File: src/rtl/clk_park_ctrl.sv
`timescale 1ns/1ps
module clk_park_ctrl #(
  parameter int SE_W       = 4,
  parameter int DP_W       = 2,
  parameter int QUAL_EDGES = 2
) (
  input  logic            clk,
  input  logic            rst_n,
  input  logic            pd_req_n,
  input  logic [SE_W-1:0] se_src,
  input  logic [DP_W-1:0] dp_src_t,
  input  logic [DP_W-1:0] dp_src_c,
  input  logic [DP_W-1:0] dp_float,
  output logic [SE_W-1:0] se_out,
  output logic [DP_W-1:0] dp_out_t,
  output logic [DP_W-1:0] dp_out_c,
  output logic [DP_W-1:0] dp_oe_t,
  output logic [DP_W-1:0] dp_oe_c,
  output logic            parked_all,
  output logic            osc_off
);
  localparam int QW = $clog2(QUAL_EDGES + 1);

  logic [1:0]      pd_sync;
  logic            cc_q;
  logic [QW-1:0]   qcnt;
  logic [SE_W-1:0] se_q, se_park, se_fall;
  logic [DP_W-1:0] dc_q, dp_park, dc_fall;
  logic            stop, cc_rise;

  assign stop    = (qcnt == QW'(QUAL_EDGES));
  assign cc_rise = dp_src_c[0] & ~cc_q;
  assign se_fall = se_q & ~se_src;
  assign dc_fall = dc_q & ~dp_src_c;

  assign se_out     = se_src & ~se_park;
  assign dp_out_t   = dp_src_t | dp_park;
  assign dp_out_c   = dp_src_c & ~dp_park;
  assign dp_oe_t    = ~(dp_park & dp_float);
  assign dp_oe_c    = ~dp_park;
  assign parked_all = (&se_park) & (&dp_park);

  always_ff @(posedge clk or negedge rst_n) begin
    if (!rst_n) begin
      pd_sync <= 2'b11;
      cc_q    <= 1'b0;
      qcnt    <= '0;
      se_q    <= '0;
      dc_q    <= '0;
      se_park <= '0;
      dp_park <= '0;
      osc_off <= 1'b0;
    end else begin
      pd_sync <= {pd_sync[0], pd_req_n};
      cc_q    <= dp_src_c[0];
      se_q    <= se_src;
      dc_q    <= dp_src_c;
      if (pd_sync[1])
        qcnt <= '0;
      else if (cc_rise && !stop)
        qcnt <= qcnt + QW'(1);
      for (int i = 0; i < SE_W; i++)
        if (se_fall[i]) se_park[i] <= stop;
      for (int j = 0; j < DP_W; j++)
        if (dc_fall[j]) dp_park[j] <= stop;
      osc_off <= stop & parked_all;
    end
  end

  assert_qual_edge_R1: assert property (@(posedge clk) disable iff (!rst_n)
    $rose(stop) |-> $past(cc_rise) && !$past(pd_sync[1]));

  assert_osc_needs_park_R6: assert property (@(posedge clk) disable iff (!rst_n)
    osc_off |-> parked_all);

  assert_osc_rise_R6: assert property (@(posedge clk) disable iff (!rst_n)
    $rose(osc_off) |-> $past(parked_all) && $past(stop));

  for (genvar g = 0; g < SE_W; g++) begin : g_se_chk
    assert_se_park_edge_R2: assert property (@(posedge clk) disable iff (!rst_n)
      $rose(se_park[g]) |-> $past(stop) && !$past(se_src[g]));
    assert_se_resume_edge_R7: assert property (@(posedge clk) disable iff (!rst_n)
      $fell(se_park[g]) |-> !$past(stop) && !$past(se_src[g]));
  end

  for (genvar g = 0; g < DP_W; g++) begin : g_dp_chk
    assert_dp_park_edge_R3: assert property (@(posedge clk) disable iff (!rst_n)
      $rose(dp_park[g]) |-> $past(stop) && !$past(dp_src_c[g]));
    assert_dp_resume_edge_R7: assert property (@(posedge clk) disable iff (!rst_n)
      $fell(dp_park[g]) |-> !$past(stop) && !$past(dp_src_c[g]));
  end
endmodule

File: config.mk
export PLATFORM = sky130hd
export DESIGN_NAME = clk_park_ctrl
export DESIGN_NICKNAME = d
export VERILOG_FILES = /design/src/rtl/clk_park_ctrl.sv
export SDC_FILE = /design/constraint.sdc
export NUM_CORES = 1
export LEC_CHECK = 0
export BUFFER_PORTS_ARGS = -buffer_cell sky130_fd_sc_hd__buf_2
export CORE_ASPECT_RATIO = 1.1
export CORE_UTILIZATION = 43
export DETAILED_ROUTE_END_ITERATION = 16
export GPL_TIMING_DRIVEN = 0
export PLACE_DENSITY = 0.79
export SYNTH_ARGS = -nofsm -noshare
export SYNTH_HDL_FRONTEND = slang
export SYNTH_SLANG_ARGS = --single-unit
File: constraint.sdc
create_clock -name clk -period 1.4 [get_ports clk]
set_input_delay 0.21 -clock clk [delete_from_list [all_inputs] [get_ports clk]]
set_output_delay 0.21 -clock clk [all_outputs]
set_load 0.03 [all_outputs]
; ---- After elaboration in Yosys (flattened, before gate mapping)
; Cells that the tools add are included.
[totals]
regBits = 18
word_cells = 36
out_inout_bits = 14
[op_classes]
n_mux = 2
n_eq_ne = 1
bitwise = 15
reduce_logical = 5
n_addsub = 1
[ops]
columns = op, n
row1 = $and A4 B4 Y4, 2
row2 = $not A4 Y4, 2
row3 = $and A2 B2 Y2, 3
row4 = $not A2 Y2, 3
row5 = $mux W2, 2
row6 = $reduce_and A4 Y1, 1
row7 = $and A1 B1 Y1, 3
row8 = $add A2 B1 Y2 const B, 1
row9 = $eq A2 B2 Y1 const B, 1
row10 = $or A2 B2 Y2, 1
row11 = $reduce_and A2 Y1, 1
row12 = $reduce_bool A2 Y1, 1
row13 = $logic_and A1 B1 Y1, 1
row14 = $logic_not A1 Y1, 1
row15 = $not A1 Y1, 1

; ---- Depth between registers and ports, before layout
; Gate-level depths: netlist (run 1).
[logic_depth]
ltp_word = 5
ltp_mapped = 4

; ---- Worst setup path before layout (run 1)
; Ideal clock, no wire load.
[synth_timing]
path_type = reg2reg
from = register qcnt[0]
to = register qcnt[0]
t_required_ps = 1275
synth_period_minus_slack_ps = 1272
path_stages_with_launch = 5
arrival_time_ps = 1147
setup_slack_ps = 128
path_cell_list = dfrtp_1 -> inv_1 -> ha_1 -> nor3b_2 -> mux2_2
[synth_between]
elab_chain_cells = 4
elab_cells_between_ends = 7
cone_classes = add/sub (1) / eq/ne (1) / mux (2) / reduce/logical (3)
[synth_lines]
columns = element, line
row1 = from (decl), 26  ; logic [QW-1:0] qcnt;
row2 = from (signal assigned), 61  ; qcnt <= qcnt + QW'(1);
row3 = $eq A2 B2 Y1, 31  ; assign stop = (qcnt == QW'(QUAL_EDGES));
row4 = net stop, 29  ; logic stop, cc_rise;
row5 = $logic_not A1 Y1, 60  ; else if (cc_rise && !stop)
row6 = $logic_and A1 B1 Y1, 60
row7 = $reduce_bool A2 Y1 (no line), -
; The timed path passes the listed nets, and every way through them passes these cells. The select of a mux whose other input is x is not followed.
; A chain may end at the register's enable or synchronous reset.

; ---- Worst setup path in the final report (run 1)
[layout_timing]
from = register dp_park[0]
to = output port dp_out_t[0]
[layout_between]
elab_chain_cells = 1
[layout_lines]
columns = element, line
row1 = from (decl), 28  ; logic [DP_W-1:0] dc_q, dp_park, dc_fall;
row2 = "from (signal, indexed assignment)", 65  ; if (dc_fall[j]) dp_park[j] <= stop;
row3 = $or A2 B2 Y2, 37  ; assign dp_out_t = dp_src_t | dp_park;
row4 = to (decl), 15  ; output logic [DP_W-1:0] dp_out_t,
; Every way passes these cells.

==> results of run 1 <==
-- stage by stage --
stage	instance area, um2	total power [mW]
2_1_floorplan	689	0.627
3_3_place_gp	840	0.680
3_5_place_dp	840	0.687
4_1_cts	896	0.944
5_1_grt	920	0.987
6_report	920	0.942
-- worst max-delay path, stage by stage (launching register included) --
cell and delay, ns:
dfrtp_1 0.42, or2_2 0.31, buf_6 0.14
-- layer usage --
layer,vias up,track usage [%]
met5,-,0
met3,2,4.62
met4,0,8.00
met2,19,26.1
li1,245,-
met1,228,22.0
-- registers in the layout, indices dropped and copies added (netlist names) --
register and count:
se_q 4, dp_park 2, dc_q 2, osc_off 1, pd_sync 2, qcnt 2
se_park 4
-- power by group --
group	switching [mW]	internal [mW]
combinational	0.0919	0.0725
clock	0.137	0.110
sequential	0.0141	0.516
total	0.243	0.699
-- repair_timing --
item / CTS / global route
hold buffers: 1 / 0
endpoints found under the hold margin: 15 / 0
gates cloned: 0 / 0
setup endpoints to repair: 4 / 6
gates resized for setup: 2 / 9
setup buffers: 2 / 0
pin swaps: 1 / 1
-- cells in the final DEF (no fill, tap or decap), drive strengths merged --
master,instances
or2,2
dlygate4sd3,1
inv,4
nor2b,14
dfrtp,15
mux2i,2
nor3b,1
nor2,3
dfstp,2
nand2,3
ha,1
mux2,6
nor3,1
clkbuf,5
nand4,1
buf,27
-- cell type report --
type	count	area [um2]
Inverter	4	15.0
Tap cell	16	20.0
Clock buffer	4	26.3
Multi-Input combinational cell	34	258
Timing Repair Buffer	29	173
Sequential cell	17	428
Fill cell	120	517
-- worst max path at each step --
stage | to | slack (ns) | cells after the start
floorplan | qcnt[0] | 0.13 | 4
global placement | qcnt[1] | 0.02 | 4
detailed placement | qcnt[0] | -0.04 | 4
CTS | dp_out_t[1] | 0.003 | 2
global route | parked_all | -0.005 | 3
finish | dp_out_t[0] | 0.04 | 2
-- kinds of logic (layout without fill, tap and decap cells) --
| group | count (synthesis) | in the layout | share of synthesized area (%) |
|---|---|---|---|
| buffers and inverters | 4 | 37 | 2.18 |
| AND/OR/NAND/NOR | 25 | 25 | 21.2 |
| flip-flops | 17 | 17 | 62.1 |
| adder cells (fa/ha/maj) | 1 | 1 | 1.81 |
| multiplexers | 8 | 8 | 12.7 |
==> results.py, run 1 <==
metrics = {
    "clock_tree": {
        "numClockSinks": 17,
        "clkSlewWorstSetupHoldPaths_ns": 0.09,
        "cts_buffer_depth": 2,
        "root_buffer": "clkbuf_4",
        "cts_tree": "done",
        "cts_buffers": 3,
        "cts_max_level": 1,
        "clock_latency_ns": 0.28,
    },
    "detailed_routing": {
        "met2WireLength_um": 636,
        "via_count": 494,
        "ant_nets": 0,
        "totalWireLength_um": 1240,
        "first_iter_violations": 5,
        "routed.top_layer": "met4",
        "wirelength_met1_um": 512,
        "routedWlPerCell_um": 11.9,
        "drt_pass1_iterations": 4,
        "drc": 0,
        "wl_met3_um": 73,
        "vias_per_cell": 4.75,
    },
    "yosys": {
        "synth.distinct_cells": 13,
        "synth_area_um2": 689,
        "synth_edf_count": 0,
        "yosys.cell_count.top_type": "dfrtp_1",
        "ys_ff_latch": 17,
        "syn-num-nets": 69,
        "ys_warn_count": 0,
        "yosysSeqAreaShare_pct": 62.1,
        "yosysTopAreaCell": "dfrtp_1",
        "async_flop_share_pct": 100,
        "synth_ff_type": "dfrtp_1",
        "synth.area.top_cells": "dfrtp_1 (54%), nor2b_1 (13%), mux2_2 (9.8%)",
        "syn_avg_cell_area_um2": 12.5,
        "synth_top_cell_area_share_pct": 54.4,
        "synth_commonest_cells": "dfrtp_1 (15), nor2b_1 (14), mux2_2 (6)",
        "syn_inst": 55,
    },
    "sta": {
        "hold_ws_ns": 0.0192,
        "timing.final.hold_violations": 0,
        "rsz0062_at_grt": "yes",
        "setup_violations": 0,
        "setup_tns_ns": 0,
        "period_minus_slack_ns": 1.36,
        "fin_crit_sh_pct": 97.0,
        "report.final.slew_viol_count": 0,
        "max_slew.worst_pin.slew_ns": 0.360,
        "finalClockSkew_ns": 0.000849,
        "setup_ws_ns": 0.0421,
        "max_freq_mhz": 736,
        "slew_headroom_pct": 76.0,
    },
    "grt": {
        "grt_pass1_wl_um": 1920,
        "grt_max_degree": 18,
        "grt_use_total_pct": 17.0,
        "antenna_found_initial": 0,
        "first_global_vias": 456,
        "grt.overflow.total": 0,
    },
    "floorplanning": {
        "die_h_um": 44.0,
        "rows": 14,
        "die_x_um": 40.2,
        "initial_core_util_pct": 48.0,
        "die_area_mm2": 0.00177,
        "io_pins": 27,
        "core-area_mm2": 0.00144,
    },
    "finish": {
        "instances_no_fill": 104,
        "antennaDiodeCount": 0,
        "area_growth_pct": 33.4,
        "utilization_pct": 64.0,
        "nNetsFinal": 103,
        "drive_gt1_share_pct": 48.9,
    },
    "min_path": {
        "hold_end": "pd_sync[0]",
        "min_path_cells": 1,
        "worstHoldStart": "pd_req_n",
        "hold_class": "in2reg",
    },
    "power": {
        "powerDensity_mw_per_mm2": 1020,
        "peakVddDrop_mv": 0.625,
        "leakagePower_nw": 0.450,
    },
    "placed_design": {
        "post-place-ws_ns": -0.0423,
        "gp_congestion": 0.711,
        "post-place-cells": 97,
        "io_buffers": 26,
    },
    "worst_setup_path": {
        "worst_r2r_endpoint": "qcnt[0]",
        "worstPathArrival_ns": 1.15,
        "r2r-start": "qcnt[0]",
        "cp.required_ns": 1.19,
        "startpoint": "dp_park[0]",
        "ff2ff_setup_slack_ns": 0.07,
        "critPathMaxFanout": 4,
        "critPathCaptureType": "output pin",
        "startpoint_type": "flop",
        "r2r_cells": 4,
        "worstSetupPathType": "reg2out",
    },
    "status": {
        "status": "finished clean",
    },
    "run": {
        "cap_violations": 0,
    },
}
No activity file was read; power rests on OpenSTA's default activity.
==> run 2, diff against run 1 <==
RECOVER_POWER = 50   (was unset)
==> results.py, run 2 (synthesis results as in run 1) <==
metrics = {
    "power": {
        "leakagePower_nw": 0.431,
        "p_int_mw": 0.696,
        "seq_power_share_pct": 56.5,
        "powerDensity_mw_per_mm2": 1030,
        "peakVddDrop_mv": 0.625,
        "pwr-share-clk_pct": 26.3,
        "combPwrFrac_pct": 17.2,
        "p_sw_mw": 0.242,
        "switching_share_pct": 25.8,
    },
    "floorplanning": {
        "io_pins": 27,
        "die_area_mm2": 0.00177,
        "die_x_um": 40.2,
        "core-area_mm2": 0.00144,
        "initial_core_util_pct": 48.0,
        "die_h_um": 44.0,
        "rows": 14,
    },
    "sta": {
        "report.final.slew_viol_count": 0,
        "max_slew.worst_pin.slew_ns": 0.861,
        "rsz0062_at_grt": "yes",
        "slew_headroom_pct": 42.6,
        "timing.final.hold_violations": 0,
        "fin_crit_sh_pct": 97.1,
        "setup_violations": 0,
        "period_minus_slack_ns": 1.36,
        "finalClockSkew_ns": 0.000951,
        "max_freq_mhz": 736,
    },
    "worst_setup_path": {
        "cp.required_ns": 1.19,
        "worstPathCellList": "or2_2, buf_6",
        "critPathBufInv": 1,
        "critPathMaxFanout": 4,
        "worstPathArrival_ns": 1.15,
        "r2r_cells": 4,
        "cp_top_family": "flip-flops",
        "critPathCaptureType": "output pin",
        "startpoint_type": "flop",
        "max_stage_delay_ns": 0.42,
        "cp_num_cells": 2,
        "r2r-start": "qcnt[0]",
        "startpoint": "dp_park[0]",
        "slowest_stage": "dfrtp_1",
        "worstSetupPathType": "reg2out",
    },
    "detailed_routing": {
        "via_count": 494,
        "ant_nets": 0,
        "drc": 0,
        "routedWlPerCell_um": 12.0,
        "first_iter_violations": 5,
        "drt_pass1_iterations": 3,
        "vias_per_cell": 4.75,
        "totalWireLength_um": 1250,
    },
    "min_path": {
        "hold_class": "in2reg",
        "worstHoldStart": "pd_req_n",
        "min_path_cells": 1,
    },
    "finish": {
        "nNetsFinal": 103,
        "utilization_pct": 63.4,
        "antennaDiodeCount": 0,
        "area_growth_pct": 32.1,
        "drive_gt1_share_pct": 40.9,
        "instances_no_fill": 104,
        "mostFrequentLayoutCells": "dfrtp_1 (15), buf_2 (15), nor2b_1 (14)",
        "reg_top3": "se_park x4, se_q x4",
        "design_area_um2": 911,
    },
    "status": {
        "status": "finished clean",
    },
    "placed_design": {
        "post-place-cells": 97,
        "io_buffers": 26,
        "placed_cell_area_um2": 840,
        "gp_congestion": 0.711,
    },
    "clock_tree": {
        "numClockSinks": 17,
        "clkSlewWorstSetupHoldPaths_ns": 0.09,
        "cts_tree": "done",
        "cts_max_level": 1,
        "root_buffer": "clkbuf_4",
        "cts_buffers": 3,
        "cts_buffer_depth": 2,
        "clock_latency_ns": 0.28,
    },
    "grt": {
        "first_global_vias": 456,
        "grt_max_degree": 18,
        "antenna_found_initial": 0,
        "grt_pass1_wl_um": 1920,
        "grt_use_total_pct": 17.0,
        "grt.overflow.total": 0,
    },
    "run": {
        "cap_violations": 0,
    },
}
[run 2: area by class of cell]
| class | count | area [um2] |
|---|---|---|
| tap | 16 | 20.0 |
| multi-input combinational | 34 | 258 |
| timing repair buffer | 29 | 164 |
| fill | 123 | 526 |
| clock buffer | 4 | 26.3 |
| inverter | 4 | 15.0 |
| sequential | 17 | 428 |
[run 2: final timing paths]
path | to | slack (ns)
setup / recovery | dp_out_t[0] | 0.04
hold / removal | pd_sync[0] | 0.02
setup reg to reg | qcnt[0] | 0.07
hold reg to reg | pd_sync[1] | 0.36
max in group asynchronous | dc_q[0] | 0.33
min in group asynchronous | se_q[2] | 0.55
[run 2: metal layers]
metal	part of all wire, %	GRT usage [%]	routed length [um]	up-vias
met5	0	0	0	-
met4	1.1	8.00	14	0
met3	5.9	4.62	74	2
met2	52	26.1	644	19
met1	41	22.0	512	230
li1	-	-	-	243
[run 2: through the flow]
stage	total power [mW]	setup slack (ns)	TNS, ns	hold WS (ns)
after detailed placement	0.687	-0.0423	-0.0631	0.145
after global placement	0.680	0.0230	0	0.143
final	0.939	0.0406	0	0.0193
after floorplan	0.627	0.128	0	-0.0856
after CTS	0.944	0.00347	0	0.0104
after global routing	0.984	-0.00540	-0.0101	0.00921
[run 2: worst reg2reg max path: cells and delay by family (launching register included)]
family | cells | cell delay (ns)
flops | 1 | 0.36
mux | 1 | 0.36
buf+inv | 1 | 0.05
simple gates | 1 | 0.21
fa+ha+maj | 1 | 0.23
[run 2: what timing repair did]
item / 4_1_cts / 5_1_grt
pin swaps: 1 / 1
setup endpoints to repair: 4 / 6
setup buffers: 2 / 0
hold buffers: 1 / 0
endpoints found under the hold margin: 15 / 0
resized for setup: 2 / 9
[run 2: power by group through the flow]
| stage | Combinational, mW | Sequential [mW] | Clock, mW |
|---|---|---|---|
| detailed placement | 0.146 | 0.541 | 0 |
| global placement | 0.141 | 0.539 | 0 |
| floorplan | 0.0906 | 0.536 | 0 |
| CTS | 0.156 | 0.530 | 0.257 |
| finish | 0.162 | 0.530 | 0.247 |
| global route | 0.178 | 0.534 | 0.273 |
